## config.mk

```make
export PLATFORM = sky130hd
export DESIGN_NAME = serial_tx_dbuf
export DESIGN_NICKNAME = d
export VERILOG_FILES = /design/src/rtl/serial_tx_pkg.sv /design/src/rtl/stx_hold_buf.sv /design/src/rtl/stx_bit_timer.sv /design/src/rtl/stx_shift_fsm.sv /design/src/rtl/serial_tx_dbuf.sv
export SDC_FILE = /design/constraint.sdc
export NUM_CORES = 1
export LEC_CHECK = 0
export CORE_MARGIN = 4
export CORE_UTILIZATION = 45
export CTS_BUF_LIST = sky130_fd_sc_hd__clkbuf_4 sky130_fd_sc_hd__clkbuf_8
export CTS_CLUSTER_DIAMETER = 100
export DETAILED_ROUTE_END_ITERATION = 6
export MAX_ROUTING_LAYER = met4
export PLACE_DENSITY = 0.67
export SYNTH_ARGS = -nofsm -noshare
export SYNTH_HDL_FRONTEND = slang
export SYNTH_SLANG_ARGS = --single-unit
```

## constraint.sdc

```tcl
create_clock -name clk -period 3.4 [get_ports clk]
set_clock_uncertainty 0.15 [all_clocks]
set_input_delay 0.85 -clock clk [delete_from_list [all_inputs] [get_ports clk]]
set_output_delay 0.85 -clock clk [all_outputs]
set_load 0.1 [all_outputs]
```

## src/rtl/serial_tx_pkg.sv

```systemverilog
package serial_tx_pkg;

    typedef enum logic [1:0] {
        ST_IDLE,
        ST_START,
        ST_DATA,
        ST_STOP
    } txst_e;

endpackage

```

## src/rtl/stx_hold_buf.sv

```systemverilog
module stx_hold_buf #(
    parameter int DATA_W = 8,
    localparam int WORD_W = DATA_W + 1
) (
    input  logic              clk,
    input  logic              rst_n,
    input  logic              wr_en,
    input  logic [WORD_W-1:0] wr_word,
    input  logic              take,
    output logic              full,
    output logic [WORD_W-1:0] word
);

    always_ff @(posedge clk or negedge rst_n) begin
        if (!rst_n) begin
            full <= 1'b0;
            word <= '0;
        end else if (take) begin
            full <= 1'b0;
        end else if (wr_en && !full) begin
            full <= 1'b1;
            word <= wr_word;
        end
    end

    // A write into a full buffer must leave the held word untouched
    assert_full_write_kept_R7: assert property (@(posedge clk) disable iff (!rst_n)
        (full && wr_en && !take) |=> (full && word == $past(word)));

endmodule

```

## src/rtl/stx_bit_timer.sv

```systemverilog
module stx_bit_timer #(
    parameter int TICKS_PER_BIT = 16
) (
    input  logic clk,
    input  logic rst_n,
    input  logic run,
    input  logic restart,
    input  logic tick,
    output logic bit_done
);

    generate
        if (TICKS_PER_BIT == 1) begin : g_direct
            assign bit_done = run && tick;
        end else begin : g_count
            localparam int CNT_W = $clog2(TICKS_PER_BIT);
            localparam logic [CNT_W-1:0] LAST = CNT_W'(TICKS_PER_BIT - 1);
            logic [CNT_W-1:0] cnt;

            always_ff @(posedge clk or negedge rst_n) begin
                if (!rst_n) begin
                    cnt <= '0;
                end else if (restart) begin
                    cnt <= '0;
                end else if (run && tick) begin
                    cnt <= (cnt == LAST) ? '0 : cnt + 1'b1;
                end
            end

            assign bit_done = run && tick && (cnt == LAST);
        end
    endgenerate

endmodule

```

## src/rtl/stx_shift_fsm.sv

```systemverilog
module stx_shift_fsm
    import serial_tx_pkg::*;
#(
    parameter int DATA_W = 8,
    localparam int WORD_W = DATA_W + 1,
    localparam int IDX_W  = $clog2(WORD_W)
) (
    input  logic              clk,
    input  logic              rst_n,
    input  logic              take,
    input  logic [WORD_W-1:0] load_word,
    input  logic              load_nine,
    input  logic              bit_done,
    output logic              tx_line,
    output logic              busy,
    output logic              stop_done
);

    txst_e             state, state_nx;
    logic [WORD_W-1:0] shreg;
    logic [IDX_W-1:0]  idx, last_idx;

    // State register and datapath
    always_ff @(posedge clk or negedge rst_n) begin
        if (!rst_n) begin
            state    <= ST_IDLE;
            shreg    <= '0;
            idx      <= '0;
            last_idx <= '0;
        end else begin
            state <= state_nx;
            if (take) begin
                shreg    <= load_word;
                idx      <= '0;
                last_idx <= load_nine ? IDX_W'(DATA_W) : IDX_W'(DATA_W - 1);
            end else if (state == ST_DATA && bit_done) begin
                shreg <= shreg >> 1;
                idx   <= idx + 1'b1;
            end
        end
    end

    // Next-state logic
    always_comb begin
        state_nx = state;
        unique case (state)
            ST_IDLE:  if (take) state_nx = ST_START;
            ST_START: if (bit_done) state_nx = ST_DATA;
            ST_DATA:  if (bit_done && idx == last_idx) state_nx = ST_STOP;
            ST_STOP:  if (bit_done) state_nx = take ? ST_START : ST_IDLE;
            default:  state_nx = ST_IDLE;
        endcase
    end

    // Outputs
    always_comb begin
        busy      = (state != ST_IDLE);
        stop_done = (state == ST_STOP) && bit_done;
        unique case (state)
            ST_START: tx_line = 1'b0;
            ST_DATA:  tx_line = shreg[0];
            default:  tx_line = 1'b1;
        endcase
    end

    // Data bits are entered only from the start bit
    assert_data_after_start_R2: assert property (@(posedge clk) disable iff (!rst_n)
        (state == ST_DATA && $past(state) != ST_DATA) |-> ($past(state) == ST_START));

endmodule

```

## src/rtl/serial_tx_dbuf.sv

```systemverilog
module serial_tx_dbuf #(
    parameter int DATA_W        = 8,
    parameter int TICKS_PER_BIT = 16
) (
    input  logic              clk,
    input  logic              rst_n,
    input  logic              wr_en,
    input  logic [DATA_W-1:0] wr_data,
    input  logic              wr_bit9,
    input  logic              mode9,
    input  logic              irq_en,
    input  logic              bit_tick,
    output logic              tx_line,
    output logic              buf_empty,
    output logic              irq,
    output logic              tsr_empty
);

    localparam int WORD_W = DATA_W + 1;

    logic              full, take, busy, stop_done, bit_done;
    logic [WORD_W-1:0] held;

    stx_hold_buf #(.DATA_W(DATA_W)) u_buf (
        .clk     (clk),
        .rst_n   (rst_n),
        .wr_en   (wr_en),
        .wr_word ({wr_bit9, wr_data}),
        .take    (take),
        .full    (full),
        .word    (held)
    );

    stx_bit_timer #(.TICKS_PER_BIT(TICKS_PER_BIT)) u_timer (
        .clk      (clk),
        .rst_n    (rst_n),
        .run      (busy),
        .restart  (take),
        .tick     (bit_tick),
        .bit_done (bit_done)
    );

    stx_shift_fsm #(.DATA_W(DATA_W)) u_fsm (
        .clk       (clk),
        .rst_n     (rst_n),
        .take      (take),
        .load_word (held),
        .load_nine (mode9),
        .bit_done  (bit_done),
        .tx_line   (tx_line),
        .busy      (busy),
        .stop_done (stop_done)
    );

    // Reload only from idle or at the very end of a stop bit
    assign take      = full && (!busy || stop_done);
    assign buf_empty = !full;
    assign tsr_empty = !busy;
    assign irq       = buf_empty && irq_en;

    assert_idle_line_high_R1: assert property (@(posedge clk) disable iff (!rst_n)
        tsr_empty |-> tx_line);

    assert_empty_clears_on_write_R5: assert property (@(posedge clk) disable iff (!rst_n)
        $fell(buf_empty) |-> $past(wr_en));

    assert_start_after_take_R6: assert property (@(posedge clk) disable iff (!rst_n)
        take |=> (!tx_line && !tsr_empty && buf_empty));

    assert_reload_at_stop_end_R8: assert property (@(posedge clk) disable iff (!rst_n)
        take |-> (tsr_empty || stop_done));

endmodule

```

======== Word level (Yosys, flattened, before mapping) ========
Index checks and enable logic that the tools add are counted.
Widths: inputs -> output; s select.
cells by class
  eq/ne operators ......................... 9
  reduce and logical (&&, ||, !) cells .... 18
  shift-type cells ........................ 0
  muxes and demuxes ....................... 17
  multiply operators ...................... 0
  add/sub/neg operators ................... 2
  bitwise operators ....................... 1
  divide/modulo/power cells ............... 0
  $lt $le $gt $ge ......................... 0
operators with widths
  kind                 count
  $mux 4               6
  $mux 9               2
  $add 4x1->4 const B  2
  $logic_and 1x1->1    8
  $mux 2               4
  $pmux 2 s4           1
  $reduce_bool 2->1    4
  $ne 2x1->1 const B   3
  $eq 2x2->1 const B   2
  $eq 4x4->1           1
  $eq 4x4->1 const B   1
  $reduce_and 4->1     1
  $mux 1               3
  $eq 2x1->1 const B   1
  $logic_not 1->1      2
  $logic_not 2->1      1
  $ne 2x2->1 const B   1
  $pmux 1 s2           1
  $reduce_and 2->1     1
  $logic_or 1x1->1     1
  $not 1->1            1
storage, ports and cells
  memory bits (read-only) ................. 0
  bits in latches ......................... 0
  bits in registers ....................... 33
  bits of input ports ..................... 15
  RAM bits ................................ 0
  memories kept ........................... 0

======== Depth between registers and ports, before layout ========
  depth in word-level cells ............... 9
  gate-level depth with buffers ........... 7
  depth with buffers taken out ............ 6

======== Hierarchy ========
A second synthesis with hierarchy kept.
unflattened totals
  cell total of the unflattened synthesis .. 137
  area total of the unflattened synthesis .. 1530.2 µm²
modules (own cells, without submodules)
  module          instances  area an instance (µm²)  cells each
  stx_shift_fsm   1          888.4                   87
  stx_hold_buf    1          416.6                   23
  stx_bit_timer   1          203.9                   23
  serial_tx_dbuf  1          21.3                    4

======== Worst setup path before layout ========
No wires, ideal clock.
  path type ............................... reg2out
  start point ............................. register u_fsm.state[0]
  end point ............................... output tx_line
  buffers on the path ..................... 1
  path slack .............................. -489 ps
  data arrival time ....................... 2889 ps
  stages on the path, launching flop included .. 5
  path through ............................ dfrtp_1 -> inv_1 -> ha_1 -> buf_6 -> o21ai_0
on the way
  cells in the longest elaborated chain, start to end .. 2
ends and longest elaborated chain
  what                                      RTL line              RTL
  start, declared                           stx_shift_fsm.sv:19   txst_e state, state_nx;
  start signal, assigned                    stx_shift_fsm.sv:31   state <= state_nx;
  $eq 2x2->1 or $eq 2x1->1 (tied branches)  stx_shift_fsm.sv:59   unique case (state)
  $pmux 1 s2 (*)                            stx_shift_fsm.sv:59
  end, declared                             serial_tx_dbuf.sv:13  output logic tx_line,
Mark *: on every way between the ends. The rest lies on a longest branch, timed or not.

======== Worst setup path in the final report ========
Ends and elaborated chain as after synthesis.

==> impl_metrics.yaml <==
status:
  status: "finished, final reports clean"
critical_path:
  path_max_fanout: 8
  max_stage_delay_ns: 0.42
  rr_startpoint: "u_fsm.state[0]"
  endpoint_kind: "primary output"
  worstSetupStartpointType: "flop"
  crit_chain: "inv_1, ha_1, nand2_1, o21ai_1, buf_4"
  critPathLaunch: "u_fsm.state[0]"
  cp_num_buf_inv: 2
  worstPathArrival_ns: 1.75
  slowest_stage: "dfrtp_1"
  cp_top_family: "buffers and inverters"
  required_ns: 2.40
  critPathKind: "reg2out"
synth:
  syn_area_mm2: 0.001584
  synth_cell_types: 36
  synth-seq-cells: 31
  synth.avg_cell_area_um2: 11.16
  synth_top_area_cell: "dfrtp_1"
  synth.area.top_cells: "dfrtp_1 49%, mux2i_1 5.1%, nand2_1 5.0%"
  yosysWarnings: 0
  async_flop_share_pct: 100.0
  ys_seq_area_share_pct: 48.97
  synth_top_flop_cell: "dfrtp_1"
  synth_edf_count: 0
  syn_nets: 163
  synth_top_area_share_pct: 48.97
  syn-instance-count: 142
routing:
  ant_nets: 0
  num_vias: 1104
  wl_um: 2752
  dr.pass1.iters: 4
  wire_per_inst_um: 13.04
  drc: 0
  vias_per_cell: 5.232
  drtIter0Drc: 52
pwr:
  peakVddDrop_mv: 0.4319
  power.density_mw_per_mm2: 889.1
  p_leak_nw: 0.8540
  power_mw: 1.660
timing:
  period_share_pct: 80.80
  hold_viol: 0
  slew_violations: 0
  fmax_ghz: 0.3640
  max-slew-margin-rel_pct: 50.92
  rsz0062_at_grt: "false"
  worst_pin_slew_ns: 0.7348
  final.setup.tns_ns: 0
  final-setup-viol-count: 0
  fin_crit_ns: 2.747
hold_path:
  worstHoldStart: "u_buf.word[6]"
  hold_class: "reg2reg"
clocking:
  cts.reportedPaths.clkPinSlew_ns: 0.10
  insertion_delay_ns: 0.32
  cts_sinks: 31
  cts_hold_buf: 0
  cts_tree: "built"
  cts_buffers: 5
  h-tree-depth: 2
  cts_root_buffer: "clkbuf_4"
  cts_buffer_depth: 2
  post_cts_buffers: 0
  cts_resized: 0
finish:
  syn_to_final_growth_pct: 17.85
  final_nets: 185
  antenna_cells: 0
  layout-drive-gt1-share_pct: 18.79
  postLayoutCellArea_mm2: 0.001867
  utilization_pct: 55.51
  fin_cells: 211
die:
  die_h_um: 67.33
  start_util_pct: 47.10
  core_mm2: 0.003363
  placementRows: 21
  dieWidth_um: 67.33
  num_io_pins: 19
  dieArea_mm2: 0.004533
global_route:
  use_met3_pct: 5.491
  grt_pass1_wl_um: 4795
  use_met1_pct: 17.44
  top_usage_layer: "met2"
  grt_max_degree: 32
  grt_util_met2_pct: 23.07
  grt_pass1_vias: 1075
  grt_usage_pct: 14.80
  overflow: 0
  antenna_found_initial: 0
placed_design:
  hpwl_um: 2096
  place_congestion: 0.7775
  io_buffer_count: 18
  dp_cells: 203
  dpl-instance-area_mm2: 0.001809
job:
  cap_violations: 0
[per-stage QoR]
stage          hold slack, ns  setup WS [ns]
4_1_cts                0.3429         0.6267
3_3_place_gp           0.3172         0.6267
3_5_place_dp           0.3197         0.5586
5_1_grt                0.3719         0.5252
2_1_floorplan          0.2960         0.2159
6_report               0.3398         0.6527
[state kept, by name, indices dropped and copies added, names as in the netlist]
register             count
u_fsm.idx                4
u_timer.g_count.cnt      4
u_buf.full               1
u_fsm.last_idx           2
u_buf.word               9
u_fsm.state              2
u_fsm.shreg              9
[layout make-up]
type / count / area (µm²)
fillers: 333 / 1496
flip-flops and latches: 31 / 775.7
clock inverters: 2 / 12.51
inverters: 3 / 11.26
repair buffers: 20 / 197.7
multi-input cells: 103 / 767.0
well taps: 46 / 57.56
clock buffers: 6 / 45.04
[placed cells by master (no fill, tap or decap), types with 2 or more instances in the layout]
cell and count:
o21ai_0 5, nor2_1 8, o211ai_1 3, o21ai_1 8
a21oi_1 3, clkdlybuf4s50_1 14, nor2b_1 2, nand4_1 4
inv_1 3, mux2_1 5, ha_1 6, clkbuf_4 6
mux2i_1 8, buf_4 5, xor2_1 5, nand3_1 2
nand2_1 21, mux2_2 6, dfrtp_1 31
[path summary, 6_finish.rpt]
path	to	slack (ns)	cells after the start
max	tx_line	0.65	5
max in group asynchronous	u_fsm.state[0]	2.06	2
max reg2reg	u_fsm.shreg[7]	1.12	6
min reg2reg	u_fsm.shreg[6]	0.34	2
min in group asynchronous	u_timer.g_count.cnt[2]	0.75	2
min	u_fsm.shreg[6]	0.34	2
[power breakdown]
| part | internal (mW) | switching (mW) | leakage [nW] |
|---|---|---|---|
| logic | 0.324 | 0.493 | 0.438 |
| clock network | 0.0877 | 0.124 | 0.0317 |
| registers | 0.521 | 0.110 | 0.385 |
| total | 0.933 | 0.727 | 0.854 |
[routing by layer]
layer	up-vias	wire length [µm]
li1	546	-
met1	523	1179
met2	27	1388
met3	8	119
met4	0	65
met5	-	0
[cells by family after synthesis]
kind of cell | count (synthesis) | synth area share [%]
AOI/OAI and AO/OA | 26 | 11.69
xor gates and xnor gates | 5 | 2.764
adders and majority gates | 6 | 4.739
buffers and inverters | 8 | 2.606
DFF | 31 | 48.97
muxes | 20 | 13.82
and+or+nand+nor | 46 | 15.40
[synthesized netlist by cell type, drive strengths merged, types with 2 or more instances]
library cell and count:
mux2 12, inv 3, a21oi 4, xor2 5, o211ai 3, nand2 21
dfrtp 31, buf 4, and3 2, o21ai 13, mux2i 8, ha 6
nand4 4, nor2 8, nor2b 3, nand3 3
[worst min-delay path, cell delays in order, from the launching register on]
cell and delay (ns):
dfrtp_1 0.35, nand2_1 0.05, o21ai_1 0.06
(Power assumes the default switching activity.)
